### src/rtl/smba_pkg.sv
package smba_pkg;

    localparam int ADDR_W = 7;
    localparam int BYTE_W = ADDR_W + 1;
    localparam int CNT_W  = $clog2(BYTE_W + 1);

    localparam logic [ADDR_W-1:0] POLL_ADDR = 7'b0001100;
    localparam logic [CNT_W-1:0]  LAST_BIT  = CNT_W'(BYTE_W);

    typedef enum logic [2:0] {
        ST_IDLE,
        ST_ADDR,
        ST_ACK,
        ST_TX,
        ST_MACK,
        ST_SKIP
    } rsp_state_e;

    typedef struct packed {
        logic rise;
        logic fall;
        logic start;
        logic stop;
        logic sda;
    } bus_evt_t;

    function automatic logic is_poll_read(input logic [BYTE_W-1:0] b);
        return b == {POLL_ADDR, 1'b1};
    endfunction

endpackage

### src/rtl/smba_bus_monitor.sv
module smba_bus_monitor
    import smba_pkg::*;
(
    input  logic     clk,
    input  logic     rst,
    input  logic     scl,
    input  logic     sda,
    output bus_evt_t evt
);

    logic scl_q;
    logic sda_q;

    always_ff @(posedge clk) begin
        if (rst) begin
            scl_q <= 1'b1;
            sda_q <= 1'b1;
        end else begin
            scl_q <= scl;
            sda_q <= sda;
        end
    end

    always_comb begin
        evt.rise  = scl & ~scl_q;
        evt.fall  = ~scl & scl_q;
        evt.start = scl & scl_q & sda_q & ~sda;
        evt.stop  = scl & scl_q & ~sda_q & sda;
        evt.sda   = sda;
    end

endmodule

### src/rtl/smba_alert_ctrl.sv
module smba_alert_ctrl (
    input  logic clk,
    input  logic rst,
    input  logic alert_req,
    input  logic clear_won,
    output logic alert_active
);

    logic req_q;
    logic req_prev;

    always_ff @(posedge clk) begin
        if (rst) begin
            req_q        <= 1'b0;
            req_prev     <= 1'b0;
            alert_active <= 1'b0;
        end else begin
            req_q    <= alert_req;
            req_prev <= req_q;
            if (req_q && !req_prev)
                alert_active <= 1'b1;
            else if (clear_won)
                alert_active <= 1'b0;
        end
    end


    req_sets_alert_chk: assert property (@(posedge clk) disable iff (rst)
        $rose(req_q) |=> alert_active);


    alert_drop_cause_chk: assert property (@(posedge clk) disable iff (rst)
        $fell(alert_active) |-> $past(clear_won));

endmodule

### src/rtl/smba_reply_fsm.sv
module smba_reply_fsm
    import smba_pkg::*;
(
    input  logic              clk,
    input  logic              rst,
    input  bus_evt_t          evt,
    input  logic              alert_en,
    input  logic              alert_active,
    input  logic [ADDR_W-1:0] dev_addr,
    output logic              sda_pull,
    output logic              clear_won
);

    rsp_state_e        st;
    logic [BYTE_W-1:0] sh;
    logic [CNT_W-1:0]  cnt;
    logic              lost;
    logic              first_byte;

    always_ff @(posedge clk) begin
        if (rst) begin
            st         <= ST_IDLE;
            sh         <= '0;
            cnt        <= '0;
            sda_pull   <= 1'b0;
            lost       <= 1'b0;
            first_byte <= 1'b0;
            clear_won  <= 1'b0;
        end else begin
            clear_won <= 1'b0;
            if (evt.start) begin
                st       <= ST_ADDR;
                cnt      <= '0;
                sda_pull <= 1'b0;
                lost     <= 1'b0;
            end else if (evt.stop) begin
                st       <= ST_IDLE;
                sda_pull <= 1'b0;
            end else begin
                case (st)
                    ST_ADDR: begin
                        if (evt.rise && cnt != LAST_BIT) begin
                            sh  <= {sh[BYTE_W-2:0], evt.sda};
                            cnt <= cnt + 1'b1;
                        end else if (evt.fall && cnt == LAST_BIT) begin
                            if (is_poll_read(sh) && alert_en && alert_active) begin
                                st       <= ST_ACK;
                                sda_pull <= 1'b1;
                            end else begin
                                st <= ST_SKIP;
                            end
                        end
                    end
                    ST_ACK: begin
                        if (evt.fall) begin
                            st         <= ST_TX;
                            sh         <= {dev_addr, 1'b0};
                            cnt        <= '0;
                            first_byte <= 1'b1;
                            sda_pull   <= ~dev_addr[ADDR_W-1];
                        end
                    end
                    ST_TX: begin
                        if (evt.rise) begin
                            if (sh[BYTE_W-1] && !evt.sda) begin
                                lost     <= 1'b1;
                                sda_pull <= 1'b0;
                                st       <= ST_SKIP;
                            end else begin
                                sh  <= {sh[BYTE_W-2:0], 1'b1};
                                cnt <= cnt + 1'b1;
                            end
                        end else if (evt.fall) begin
                            if (cnt == LAST_BIT) begin
                                sda_pull <= 1'b0;
                                st       <= ST_MACK;
                            end else begin
                                sda_pull <= ~sh[BYTE_W-1];
                            end
                        end
                    end
                    ST_MACK: begin
                        if (evt.rise) begin
                            clear_won  <= first_byte;
                            first_byte <= 1'b0;
                            if (evt.sda) begin
                                st <= ST_SKIP;
                            end else begin
                                st  <= ST_TX;
                                sh  <= '1;
                                cnt <= '0;
                            end
                        end
                    end
                    default: ;
                endcase
            end
        end
    end


    lost_quiet_chk: assert property (@(posedge clk) disable iff (rst)
        lost |-> !sda_pull);


    reply_needs_alert_chk: assert property (@(posedge clk) disable iff (rst)
        (st == ST_TX && first_byte) |-> alert_active);

endmodule

### src/rtl/smba_responder.sv
module smba_responder
    import smba_pkg::*;
(
    input  logic              clk,
    input  logic              rst,
    input  logic              scl_in,
    input  logic              sda_in,
    input  logic              alert_req,
    input  logic              alert_en,
    input  logic [ADDR_W-1:0] dev_addr,
    output logic              sda_pull,
    output logic              alert_pull
);

    bus_evt_t evt;
    logic     clear_won;

    smba_bus_monitor u_mon (
        .clk (clk),
        .rst (rst),
        .scl (scl_in),
        .sda (sda_in),
        .evt (evt)
    );

    smba_alert_ctrl u_alert (
        .clk          (clk),
        .rst          (rst),
        .alert_req    (alert_req),
        .clear_won    (clear_won),
        .alert_active (alert_pull)
    );

    smba_reply_fsm u_fsm (
        .clk          (clk),
        .rst          (rst),
        .evt          (evt),
        .alert_en     (alert_en),
        .alert_active (alert_pull),
        .dev_addr     (dev_addr),
        .sda_pull     (sda_pull),
        .clear_won    (clear_won)
    );


    reset_idle_chk: assert property (@(posedge clk) disable iff (rst)
        $past(rst) |-> (!sda_pull && !alert_pull));


    sda_low_phase_chk: assert property (@(posedge clk) disable iff (rst)
        !$stable(sda_pull) |-> !$past(scl_in));

endmodule

### config.mk
export PLATFORM = sky130hd
export DESIGN_NAME = smba_responder
export DESIGN_NICKNAME = d
export VERILOG_FILES = /design/src/rtl/smba_pkg.sv /design/src/rtl/smba_bus_monitor.sv /design/src/rtl/smba_alert_ctrl.sv /design/src/rtl/smba_reply_fsm.sv /design/src/rtl/smba_responder.sv
export SDC_FILE = /design/constraint.sdc
export NUM_CORES = 1
export LEC_CHECK = 0
export BUFFER_PORTS_ARGS = -buffer_cell sky130_fd_sc_hd__buf_2
export CAP_MARGIN = 20
export CORE_MARGIN = 1
export CORE_UTILIZATION = 25
export CTS_BUF_LIST = sky130_fd_sc_hd__clkbuf_16
export CTS_CLUSTER_DIAMETER = 60
export CTS_CLUSTER_SIZE = 10
export DETAILED_ROUTE_END_ITERATION = 12
export PLACE_DENSITY_LB_ADDON = 0.25
export SETUP_SLACK_MARGIN = 0.1
export SLEW_MARGIN = 20
export SYNTH_ARGS = -nofsm -noshare
export SYNTH_HDL_FRONTEND = slang
export SYNTH_HIERARCHICAL = 1
export SYNTH_SLANG_ARGS = --single-unit
### constraint.sdc
create_clock -name clk -period 4.65 [get_ports clk]
set_clock_uncertainty 0.15 [all_clocks]
set_input_delay 0.465 -clock clk [delete_from_list [all_inputs] [get_ports clk]]
set_output_delay 0.465 -clock clk [all_outputs]
set_load 0.02 [all_outputs]
# Yosys cells after proc, flatten, opt, wreduce, memory -nomap -nowiden
# Index checks and enable logic that the tools add are counted.
[totals]
regBits = 23
in_bits = 13
out_inout_bits = 2
word_cells = 119
[classes]
mux = 41
n_eq_ne = 26
bitwise_logic = 17
addsub = 1
n_reduce_logical = 22
[ops]
columns = ["op", "n"]
rows = [
  ["2-to-1 mux 8 bit", 6],
  ["one-hot mux 8 bit (4 select lines)", 1],
  ["2-to-1 mux 3 bit", 10],
  ["2-to-1 mux 4 bit", 6],
  ["AND reduction 8 bit", 3],
  ["one-hot mux 4 bit (4 select lines)", 1],
  ["2-to-1 mux 1 bit", 14],
  ["inequality test 2 x 1 -> 1 bit, second input constant", 6],
  ["inequality test 4 x 3 -> 1 bit, second input constant", 3],
  ["one-hot mux 3 bit (4 select lines)", 1],
  ["inequality test 5 x 3 -> 1 bit, second input constant", 2],
  ["inverter 1 bit", 10],
  ["AND reduction 9 bit", 1],
  ["equality test 8 x 5 -> 1 bit, second input constant", 1],
  ["inequality test 4 bit, second input constant", 2],
  ["AND 1 bit", 7],
  ["AND reduction 7 bit", 1],
  ["equality test 3 x 2 -> 1 bit, second input constant", 2],
  ["logical AND 1 bit", 6],
  ["inequality test 2 bit, second input constant", 3],
  ["inequality test 3 x 1 -> 1 bit, second input constant", 2],
  ["nonzero test 6 bit", 1],
  ["inequality test 5 bit, second input constant", 1],
  ["AND reduction 5 bit", 1],
  ["14 further kinds", 16],
]

# Longest topological paths before layout
[depth]
ltp_word = 9
mapped_depth = 8
ltp_nobuf = 7

# Modules after synthesis
# The synthesis kept the hierarchy.
[modules_own_cells]
columns = ["mod", "cells_per_inst", "area_each_um2", "seq_area_each_um2", "instances"]
rows = [
  ["smba_reply_fsm", 148, 1232.4, 360.3, 1],
  ["smba_alert_ctrl", 8, 103.8, 60.1, 1],
  ["smba_bus_monitor", 9, 92.6, 40.0, 1],
]

# Least setup slack after synthesis
# OpenSTA, ideal clock, no wires.
[synth_timing]
path_kind = "input to register"
startpoint = "input scl_in"
endpoint = "register u_fsm.sh[4]"
setup_ns = 0.071
required_time_ns = 4.429
path_buffers = 1
path_stages = 7
arrival_time_ns = 1.913
path_slack_ns = 2.517
cell_sequence = "nor2b_1 -> and4bb_4 -> a32o_4 -> nand4_4 -> buf_6 -> a211o_1 -> a21oi_1"
[synth_via]
elab_chain_len = 5
elab_cells_between_ends = 16
cone_classes = "eq/ne (4); bitwise (10); reduce/logical (2)"
[synth_lines]
columns = ["element", "line_no", "source"]
rows = [
  ["start: declaration", "smba_responder.sv:6", "input logic scl_in,"],
  ["AND 1 bit", "smba_bus_monitor.sv:27, smba_bus_monitor.sv:28", ""],
  ["AND 1 bit (on tied branches) (2 in a row)", "smba_bus_monitor.sv:27, smba_bus_monitor.sv:28", ""],
  ["inverter 1 bit (no source line)", "--", ""],
  ["AND reduction 9 bit (no source line) (*)", "--", ""],
  ["end signal: assignment", "smba_reply_fsm.sv:43", "sh <= {sh[BYTE_W-2:0], evt.sda};"],
  ["end signal: assignment", "smba_reply_fsm.sv:57", "sh <= {dev_addr, 1'b0};"],
  ["end signal: assignment", "smba_reply_fsm.sv:70", "sh <= {sh[BYTE_W-2:0], 1'b1};"],
  ["end: declaration", "smba_reply_fsm.sv:15", "logic [BYTE_W-1:0] sh;"],
]
# Every way passes the cells marked *; elsewhere a longest branch is shown, timed or not.
# A chain may end at the register's enable or synchronous reset.

==> metrics.md <==
| Metric | Value |
|---|---|
| Status | finished clean |
| RSZ-0062 raised after global routing | no |
| Max Clk Rate | roughly 450 MHz |
| Gpl congestion | approximately 0.81 |
| Worst path slowest cell | nor2b_1 |
| Sequential share of the synthesized area | about a third |
| Die area | between 0.006 and 0.007 mm2 |
| Post-CTS Hold Buffers | 0 |
| Setup violators final | 0 |
| WP buf/inv | 1 |
| CTS tree | yes |
| Max transition margin | 45.9% |
| Initial DRC count | around 130 |
| Core area | between 0.005 and 0.006 mm2 |
| Layout filler cell count | 583 |
| CTS root buf | clkbuf_16 |
| Place WS | 2.18 ns |
| Post-synth EDFFs | 0 |
| DRT Pass-1 Iters | 4 |
| Wirelength, routed | 3370 um |
| Setup TNS Final | 0 ns |
| Syn_area_per_cell | 8.66 um2 |
| Worst reg-to-reg path cell count | 6 |
| Worst-Skew Late Latency | between 0.2 and 0.3 ns |
| Largest stage delay on the critical path | approximately 0.5 ns |
| Post-Syn Nets | 180 |
| Async S/R FF share, synth | 0% |
| Footprint of the multi-input gates | ~900 um2 |
| Top delay family on crit path | simple AND/OR/NAND/NOR gates |
| First-pass GRT wire length | roughly 5700 um |
| Avg WL per Cell | about 14 um |
| GRT overflow | 0 |
| Yosys reg bits | 23 |
| DP Wirelength | approximately 2400 um |
| Most frequent cells after synthesis | 23 x dfxtp_1, 16 x nor2_1, 13 x nand2_1 |
| Pwr/cell area | 275 mW/mm2 |
| Hold Vio Cnt, Final | 0 |
| Area leader, netlist | dfxtp_1 |
| Die X | approximately 78 um |
| Nets | roughly 190 |
| Register Area | between 400 and 500 um2 |
| Vias | 1250 |
| Netlist cell types | 52 |
| Top cells by area, synth | dfxtp_1 32%, a211o_1 5.5%, nor2_1 4.2%, a21oi_1 3.9%, o22ai_1 3.5% |
| H-tree levels | 1 |
| Post-cts sizing count | 0 |
| Hold Crit Class | in2reg |
| Hold Worst Slack | 0.262 ns |
| Setup bufs post-CTS | 0 |
| Hold depth | 2 |
| Largest net degree at the start of global routing | 25 |
| CP Class | in2reg |
| Maxcap violations | 0 |
| FP Rows | 27 |
| Area growth from synthesis to layout | 13.7% |
| Gate Count Post-Synth | 165 |
| Synth Flop Type | dfxtp_1 |
| GRT Total Usage | 12.0% |
| Vias in the first global route | ~1200 |
| DRC errors left | 0 |
| Final worst path period share | 48.2% |
| Post-Route Utilization | between 20% and 30% |
| Cells along the critical path | buf_2 > nor2b_1 > and4bb_4 > a32o_4 > nand4_4 > a211o_1 > a21oi_1 |
| DIE HEIGHT | ~78 um |
| Starting Density | around 26% |
| Final setup margin | ~2.4 ns |
| P_leak | between 0.5 and 0.6 nW |
| IO Port Bufs | 14 |
| CTS sink count | 23 |
| CP arrival | 2.28 ns |
| Crit end category | register |
| Antenna Cells | 0 |
| Layout cells sized above 1 | between 15 and 20% |
| TritonCTS Buffers | 3 |
| Mapped cell area | 0.00143 mm2 |
| Initial antenna violation count | 0 |
| Share of the synthesized area in the top cell type | between 30% and 40% |
| Clock-pin slew on the worst setup and hold paths | 0.06 ns |
| Max VDD drop | 115 uV |
| IO Count | 15 |
| Worst slew pin tran | about 0.8 ns |
| DR vias/cell | 5.06 |
| Routed Antenna Nets | 0 |
| Most frequent cell after synthesis | dfxtp_1 |
| CP required | between 4 and 5 ns |
| Final Critical Period | between 2 and 2.5 ns |
| Synthesis Warnings | 6 |
| Max Slew Vio Count | 0 |
| Area after DPL | roughly 0.0015 mm2 |
| Instance count on the critical path | 7 |
| Max clock buf depth | 2 |
| Fin area | 0.00162 mm2 |
| Worst Path Max Fanout | 15 |
| Worst setup SP type | input port |
## registers in the layout, indices dropped and copies added, names as in the netlist
| register | cells |
|---|---|
| u_alert/alert_active | 1 |
| u_alert/req_prev | 1 |
| u_alert/req_q | 1 |
| u_fsm/clear_won | 1 |
| u_fsm/cnt | 4 |
| u_fsm/first_byte | 1 |
| u_fsm/sda_pull | 1 |
| u_fsm/sh | 8 |
| u_fsm/st | 3 |
| u_mon/scl_q | 1 |
| u_mon/sda_q | 1 |
## per-stage QoR
stage	power (W)	cells
floorplan	0.000242	165
global placement	0.000256	243
detailed placement	0.000256	243
CTS	0.000452	247
global route	0.000465	247
finish	0.000446	247
## layer usage
layer	vias to the layer above	global-route usage, %	wire length, um
li1	641	-	-
met1	589	15.9	1640
met2	15	19.5	1590
met3	5	1.06	66
met4	0	5.66	65
met5	-	0	0
## final cells by class
type	count	area share, %
Multi-Input combinational cell	128	55.3
Sequential cell	23	28.4
Inverter	6	1.39
Timing Repair Buffer	14	4.31
Clock buffer	3	4.62
Clock inverter	1	0.462
Tap cell	72	5.55
## where the power goes
group	internal, W	total, W	switching [W]
logic	0.0000193	0.0000448	0.0000255
clock network	0.000117	0.000195	0.0000783
registers	0.000201	0.000206	0.00000509
## final timing paths
check | slack [ns] | endpoint | startpoint
setup reg to reg | 2.42 | u_fsm/sh[7]$_SDFFE_PP0P_ | u_mon/scl_q$_SDFF_PP1_
hold reg to reg | 0.33 | u_alert/alert_active$_SDFFE_PP0P_ | u_alert/req_q$_SDFF_PP0_
setup / recovery | 2.41 | u_fsm/sh[7]$_SDFFE_PP0P_ | scl_in
hold / removal | 0.26 | u_alert/req_q$_SDFF_PP0_ | alert_req
## cell usage in the layout, fill, tap and decap left out, drive strengths merged, types with 3 or more instances in the layout
master,netlist,routed
nor3,5,5
inv,6,6
a21oi,12,12
nand2,13,13
dfxtp,23,23
and4b,3,3
o21a,3,3
clkbuf,3,3
and3b,3,3
o22ai,8,8
a211o,9,9
or2,3,3
nand2b,6,6
nor2b,8,8
a31oi,4,4
buf,5,14
nor2,16,16
## cell families after synthesis
logic type	share of synthesized area [%]
AO/OA/AOI/OAI	27.1
adder cells (fa/ha/maj)	1.75
AND/OR/NAND/NOR	32.7
buffers and inverters	4.90
multiplexers	1.40
flip-flops	32.2
Power figures use the tool's default switching activity.
